[config.mk]
export PLATFORM = sky130hd
export DESIGN_NAME = bank_ap_tracker
export DESIGN_NICKNAME = d
export VERILOG_FILES = /design/src/rtl/bank_ap_pkg.sv /design/src/rtl/ap_down_timer.sv /design/src/rtl/ap_ras_counter.sv /design/src/rtl/ap_viol_latch.sv /design/src/rtl/bank_ap_tracker.sv
export SDC_FILE = /design/constraint.sdc
export NUM_CORES = 1
export LEC_CHECK = 0
export BUFFER_PORTS_ARGS = -buffer_cell sky130_fd_sc_hd__buf_4
export CAP_MARGIN = 20
export CELL_PAD_IN_SITES_DETAIL_PLACEMENT = 0
export CELL_PAD_IN_SITES_GLOBAL_PLACEMENT = 2
export CORE_UTILIZATION = 31
export DETAILED_ROUTE_END_ITERATION = 8
export GPL_ROUTABILITY_DRIVEN = 0
export GPL_TIMING_DRIVEN = 0
export HOLD_SLACK_MARGIN = 0.06
export PLACE_DENSITY = 0.73
export SYNTH_ARGS = -nofsm -noshare
export SYNTH_HDL_FRONTEND = slang
export SYNTH_SLANG_ARGS = --single-unit
[constraint.sdc]
create_clock -name clk -period 2.1 [get_ports clk]
set_clock_uncertainty 0.15 [all_clocks]
set_input_delay 0.42 -clock clk [delete_from_list [all_inputs] [get_ports clk]]
set_output_delay 0.42 -clock clk [all_outputs]
set_load 0.01 [all_outputs]
[src/rtl/bank_ap_pkg.sv]
package bank_ap_pkg;

    typedef enum logic [1:0] {
        ST_IDLE        = 2'd0,
        ST_ACTIVE      = 2'd1,
        ST_AP_PENDING  = 2'd2,
        ST_PRECHARGING = 2'd3
    } bank_state_e;

    typedef enum logic [1:0] {
        OP_NOP   = 2'b00,
        OP_ACT   = 2'b01,
        OP_READ  = 2'b10,
        OP_WRITE = 2'b11
    } bank_op_e;

    typedef enum logic [1:0] {
        VC_NONE      = 2'b00,
        VC_EARLY_ACT = 2'b01,
        VC_COL_INTR  = 2'b10,
        VC_IDLE_COL  = 2'b11
    } viol_cause_e;

endpackage

[src/rtl/ap_down_timer.sv]
module ap_down_timer #(
    parameter int W = 4
) (
    input  logic         clk,
    input  logic         rst,
    input  logic         load,
    input  logic [W-1:0] load_val,
    output logic         expired
);
    logic [W-1:0] count_q;

    always_ff @(posedge clk) begin
        if (rst) begin
            count_q <= '0;
        end else if (load) begin
            count_q <= load_val;
        end else if (count_q != '0) begin
            count_q <= count_q - 1'b1;
        end
    end

    assign expired = (count_q == '0);
endmodule

[src/rtl/ap_ras_counter.sv]
module ap_ras_counter #(
    parameter int TRAS = 6
) (
    input  logic clk,
    input  logic rst,
    input  logic restart,
    output logic met
);
    localparam int W = (TRAS > 1) ? $clog2(TRAS + 1) : 1;
    localparam logic [W-1:0] LIMIT = W'(TRAS);

    logic [W-1:0] cnt_q;

    always_ff @(posedge clk) begin
        if (rst) begin
            cnt_q <= '0;
        end else if (restart) begin
            cnt_q <= W'(1);
        end else if (cnt_q != LIMIT) begin
            cnt_q <= cnt_q + 1'b1;
        end
    end

    assign met = (cnt_q == LIMIT);
endmodule

[src/rtl/ap_viol_latch.sv]
module ap_viol_latch (
    input  logic       clk,
    input  logic       rst,
    input  logic       raise,
    input  logic [1:0] cause_in,
    output logic       flag,
    output logic [1:0] cause
);
    always_ff @(posedge clk) begin
        if (rst) begin
            flag  <= 1'b0;
            cause <= 2'b00;
        end else if (raise && !flag) begin
            flag  <= 1'b1;
            cause <= cause_in;
        end
    end
endmodule

[src/rtl/bank_ap_tracker.sv]
module bank_ap_tracker
    import bank_ap_pkg::*;
#(
    parameter int BL   = 4,
    parameter int TRAS = 6,
    parameter int TRP  = 3,
    parameter int TWR  = 2
) (
    input  logic       clk,
    input  logic       rst,
    input  logic [1:0] cmd_op,
    input  logic       cmd_ap,
    output logic       bank_idle,
    output logic       act_allowed,
    output logic       col_allowed,
    output logic       precharge_start,
    output logic       viol_flag,
    output logic [1:0] viol_cause
);
    // Delay from column command to earliest precharge start.
    localparam int RD_DLY  = BL / 2;
    localparam int WR_DLY  = 1 + BL / 2 + TWR;
    localparam int DLY_MAX = WR_DLY - 1;
    localparam int DLY_W   = (DLY_MAX > 1) ? $clog2(DLY_MAX + 1) : 1;
    // Precharge state lasts TRP-1 cycles after the start cycle.
    localparam int RP_LOAD = TRP - 2;
    localparam int RP_W    = (RP_LOAD > 1) ? $clog2(RP_LOAD + 1) : 1;

    bank_state_e state_q, state_d;
    bank_op_e    op;
    logic        is_act, is_col, is_write;
    logic        dly_load, dly_zero, rp_load, rp_zero;
    logic        ras_restart, ras_met;
    logic        viol_raise, pc_start;
    logic [DLY_W-1:0] dly_val;
    viol_cause_e viol_code;

    assign op       = bank_op_e'(cmd_op);
    assign is_act   = (op == OP_ACT);
    assign is_write = (op == OP_WRITE);
    assign is_col   = (op == OP_READ) || is_write;

    ap_ras_counter #(.TRAS(TRAS)) u_ras (
        .clk     (clk),
        .rst     (rst),
        .restart (ras_restart),
        .met     (ras_met)
    );

    ap_down_timer #(.W(DLY_W)) u_dly (
        .clk      (clk),
        .rst      (rst),
        .load     (dly_load),
        .load_val (dly_val),
        .expired  (dly_zero)
    );

    ap_down_timer #(.W(RP_W)) u_rp (
        .clk      (clk),
        .rst      (rst),
        .load     (rp_load),
        .load_val (RP_W'(RP_LOAD)),
        .expired  (rp_zero)
    );

    ap_viol_latch u_viol (
        .clk      (clk),
        .rst      (rst),
        .raise    (viol_raise),
        .cause_in (viol_code),
        .flag     (viol_flag),
        .cause    (viol_cause)
    );

    // State register
    always_ff @(posedge clk) begin
        if (rst) begin
            state_q <= ST_IDLE;
        end else begin
            state_q <= state_d;
        end
    end

    // Transitions and counter control
    always_comb begin
        state_d     = state_q;
        dly_load    = 1'b0;
        dly_val     = '0;
        rp_load     = 1'b0;
        ras_restart = 1'b0;
        viol_raise  = 1'b0;
        viol_code   = VC_NONE;
        pc_start    = 1'b0;
        unique case (state_q)
            ST_IDLE: begin
                if (is_act) begin
                    state_d     = ST_ACTIVE;
                    ras_restart = 1'b1;
                end else if (is_col) begin
                    viol_raise = 1'b1;
                    viol_code  = VC_IDLE_COL;
                end
            end
            ST_ACTIVE: begin
                if (is_act) begin
                    viol_raise = 1'b1;
                    viol_code  = VC_EARLY_ACT;
                end else if (is_col && cmd_ap) begin
                    state_d  = ST_AP_PENDING;
                    dly_load = 1'b1;
                    dly_val  = is_write ? DLY_W'(WR_DLY - 1) : DLY_W'(RD_DLY - 1);
                end
            end
            ST_AP_PENDING: begin
                if (dly_zero && ras_met) begin
                    state_d  = ST_PRECHARGING;
                    rp_load  = 1'b1;
                    pc_start = 1'b1;
                end
                if (is_act) begin
                    viol_raise = 1'b1;
                    viol_code  = VC_EARLY_ACT;
                end else if (is_col) begin
                    viol_raise = 1'b1;
                    viol_code  = VC_COL_INTR;
                end
            end
            ST_PRECHARGING: begin
                if (rp_zero) begin
                    state_d = ST_IDLE;
                end
                if (is_act) begin
                    viol_raise = 1'b1;
                    viol_code  = VC_EARLY_ACT;
                end else if (is_col) begin
                    viol_raise = 1'b1;
                    viol_code  = VC_COL_INTR;
                end
            end
        endcase
    end

    // Outputs
    always_comb begin
        bank_idle       = (state_q == ST_IDLE);
        act_allowed     = (state_q == ST_IDLE);
        col_allowed     = (state_q == ST_ACTIVE);
        precharge_start = pc_start;
    end
endmodule

==> results_dict.tcl <==
set metrics [dict create \
    final_cell_mix "sky130_fd_sc_hd__buf_4 (13), sky130_fd_sc_hd__dfxtp_1 (12), sky130_fd_sc_hd__nor2_1 (11)" \
    worst_setup_hold_path_clk_slew_ns 0.09 \
    end_kind "primary output" \
    drt_first_iter_violations 9 \
    mostFrequentLayoutCell "sky130_fd_sc_hd__buf_4" \
    floorplan.rows 16 \
    yosys_register_bits 12 \
    grt_overflow 0 \
    power.ir.vdd_worst_mv 0.5635 \
    worst_r2r_path_depth 6 \
    via_count 575 \
    final-hold-violation-count 0 \
    asyncSetResetFlopFracSynth_pct 0 \
    first_global_vias 561 \
    hpwl_um 1061 \
    power.net_switching_uw 462.0 \
    synth_mux_area_share_pct 4.309 \
    rsz0062_at_grt "false" \
    min_period_ns 1.981 \
    count_of_mapped_cells_out_of_synthesis 79 \
    synthToLayoutAreaGrowth_pct 22.98 \
    drt_drc_violations_left 0 \
    min_delay_path_depth 3 \
    critPathArrivalTime_ns 1.41 \
    wirelength_met1_um 713 \
    cts.path.max_buffers 2 \
    post-layout-total-power_mw 1.170 \
    p_int_uw 708.1 \
    p_comb_share_pct 53.3 \
    netlist_area_um2 696.9 \
    antenna_cells 0 \
    topRoutingLayerUsed "met3" \
    grt_start_max_net_pins 11 \
    crit_path_start_kind "flop" \
    detail_route.wirelength_um 1404 \
    flip_flop_cell_with_the_highest_count_after_synthesis "sky130_fd_sc_hd__dfxtp_1" \
    relSlewSlack_pct 71.19 \
    p_seq_share_pct 30.2 \
    power_density_nw_per_um2 1365 \
    cts_inserted_buffers 3 \
    criticalPathCategory "reg2out" \
    final_core_utilization_pct 41.97 \
    die_height_um 49.42 \
    fraction_of_the_yosys_area_taken_by_sequential_cells_pct 34.47 \
    max_cap_viol_count 0 \
    maxSlewViolCount 0 \
    grt_pass1_wl_um 2415 \
    chipWidth_um 49.42 \
    holdCritPathClass "in2reg" \
    worst-path-max-fanout 5 \
    pin_count 12 \
    avg_vias_per_cell 4.713 \
    antenna_found_initial 0 \
    timing.final.setup_violations 0 \
    cts_sinks 12 \
    first_pass_iters 4 \
    dr_wl_met2_um 621 \
    totalNegativeSetupSlack_ns 0 \
    number_of_cells_in_the_design_after_placement 117 \
    p_clk_share_pct 16.5 \
    avgRoutedWirePerCell_um 11.51 \
    fp.dieArea_um2 2442 \
    start_util_pct 34.13 \
    finish.net_count 110 \
    synth.net_count 93 \
    finalCritPeriodShare_pct 94.31 \
    max_slew.worst_pin.slew_ns 0.4276 \
    result_of_the_run "finished, final reports clean" \
    dr_wl_met3_um 68 \
    final_cells 122 \
    drt.antenna.violating_nets 0 \
    core_area_um2 2042 \
    synth_area_per_cell_um2 8.822 \
    clock_latency_ns 0.28 \
    largest_family_of_logic_cells_by_synthesized_area "simple AND/OR/NAND/NOR gates" \
    synth_compound_area_share_pct 16.70 \
    cellLeakagePower_nw 0.4026 \
    synth_fa_ha_area_share_pct 16.16 \
    post_synth_num_cell_types 26 \
    simple_gate_area_share_of_the_yosys_netlist_pct 21.01 \
    ctsRootBufferMaster "sky130_fd_sc_hd__clkbuf_4" \
    h_tree_levels 1 \
    io_buffers 11 \
    tritoncts "yes" \
    synthXorXnorAreaFrac_pct 1.257 \
    post_cts.resized_instances 0 \
    synth_warnings 0 \
    track_usage_pct 13.12 \
    timing.critical_path.required_ns 1.53 \
    edff_count_synth 0 \
    share_of_cells_above_drive_strength_1_pct 23.16 \
    maxClockFrequency_mhz 504.9 \
    power.share.switching_pct 39.48 \
]
-- power groups by stage --
stage | Sequential [mW] | Clock [mW] | Combinational, mW
final | 0.353 | 0.193 | 0.624
after global placement | 0.357 | 0 | 0.607
after floorplan | 0.356 | 0 | 0.431
after global routing | 0.363 | 0.210 | 0.710
after CTS | 0.353 | 0.202 | 0.615
after detailed placement | 0.359 | 0 | 0.613
-- critical path: stages, from the launching register on --
cell,delay [ns]
sky130_fd_sc_hd__dfxtp_1,0.36
sky130_fd_sc_hd__inv_1,0.11
sky130_fd_sc_hd__ha_1,0.24
sky130_fd_sc_hd__inv_1,0.07
sky130_fd_sc_hd__nor3_1,0.20
sky130_fd_sc_hd__buf_4,0.15
-- timing repair --
action | in CTS | in global routing
hold buffers | 0 | 0
endpoints found under the setup margin | 0 | 1
buffers inserted | 0 | 1
-- Yosys cell counts, types with 2 or more instances --
| cell | n | share of area, % |
|---|---|---|
| sky130_fd_sc_hd__nand2b_1 | 3 | 2.7 |
| sky130_fd_sc_hd__nor2_1 | 11 | 5.9 |
| sky130_fd_sc_hd__a211oi_1 | 2 | 2.2 |
| sky130_fd_sc_hd__o211a_1 | 2 | 2.9 |
| sky130_fd_sc_hd__dfxtp_1 | 12 | 34 |
| sky130_fd_sc_hd__nand2_1 | 5 | 2.7 |
| sky130_fd_sc_hd__nand3_1 | 2 | 1.4 |
| sky130_fd_sc_hd__nor3_1 | 3 | 2.2 |
| sky130_fd_sc_hd__nor4_1 | 2 | 1.8 |
| sky130_fd_sc_hd__inv_1 | 8 | 4.3 |
| sky130_fd_sc_hd__mux2i_1 | 3 | 4.3 |
| sky130_fd_sc_hd__a21oi_1 | 4 | 2.9 |
| sky130_fd_sc_hd__ha_1 | 9 | 16 |
-- state kept, by name, indices dropped and copies added (netlist names) --
| register | count |
|---|---|
| state_q | 2 |
| u_dly.count_q | 3 |
| u_ras.cnt_q | 3 |
| u_rp.count_q | 1 |
| u_viol.cause | 2 |
| u_viol.flag | 1 |
-- per-layer routing --
| metal | track usage [%] | vias to the layer above |
|---|---|---|
| met5 | 0 | - |
| met4 | 2.857 | 0 |
| met3 | 5.919 | 0 |
| met2 | 20.32 | 10 |
| met1 | 16.60 | 262 |
| li1 | - | 303 |
-- cell families (layout without fill, tap and decap cells) --
kind of cell,count (synthesis),count (layout)
adders and majority gates,9,9
DFF,12,12
and+or+nand+nor,29,29
muxes,3,3
AOI/OAI and AO/OA,15,15
xor gates and xnor gates,1,1
buffers and inverters,10,26
-- path summary, 6_finish.rpt --
check | startpoint | endpoint | slack (ns)
min reg2reg | u_viol.cause[0] | u_viol.cause[0] | 0.36
min | rst | u_ras.cnt_q[1] | 0.27
max | state_q[0] | precharge_start | 0.12
max reg2reg | state_q[0] | state_q[0] | 0.30
-- area by class of cell --
cell class | instances | area (µm²)
fillers | 221 | 1185
plain buffers | 2 | 12.51
flip-flops and latches | 12 | 240.2
clock buffers | 4 | 36.28
multi-input cells | 57 | 414.1
well taps | 27 | 33.78
repair buffers | 12 | 90.09
inverters | 8 | 30.03
-- stage by stage --
stage | hold slack, ns | worst slack (ns) | area (µm²)
6_report | 0.2673 | 0.1195 | 857.1
5_1_grt | 0.2703 | 0.005937 | 857.1
4_1_cts | 0.2609 | 0.08504 | 849.6
3_5_place_dp | 0.3443 | 0.1890 | 813.3
3_3_place_gp | 0.3375 | 0.2287 | 813.3
2_1_floorplan | 0.3261 | 0.4209 | 696.9
Note: power is estimated with default switching activity, not from simulation.
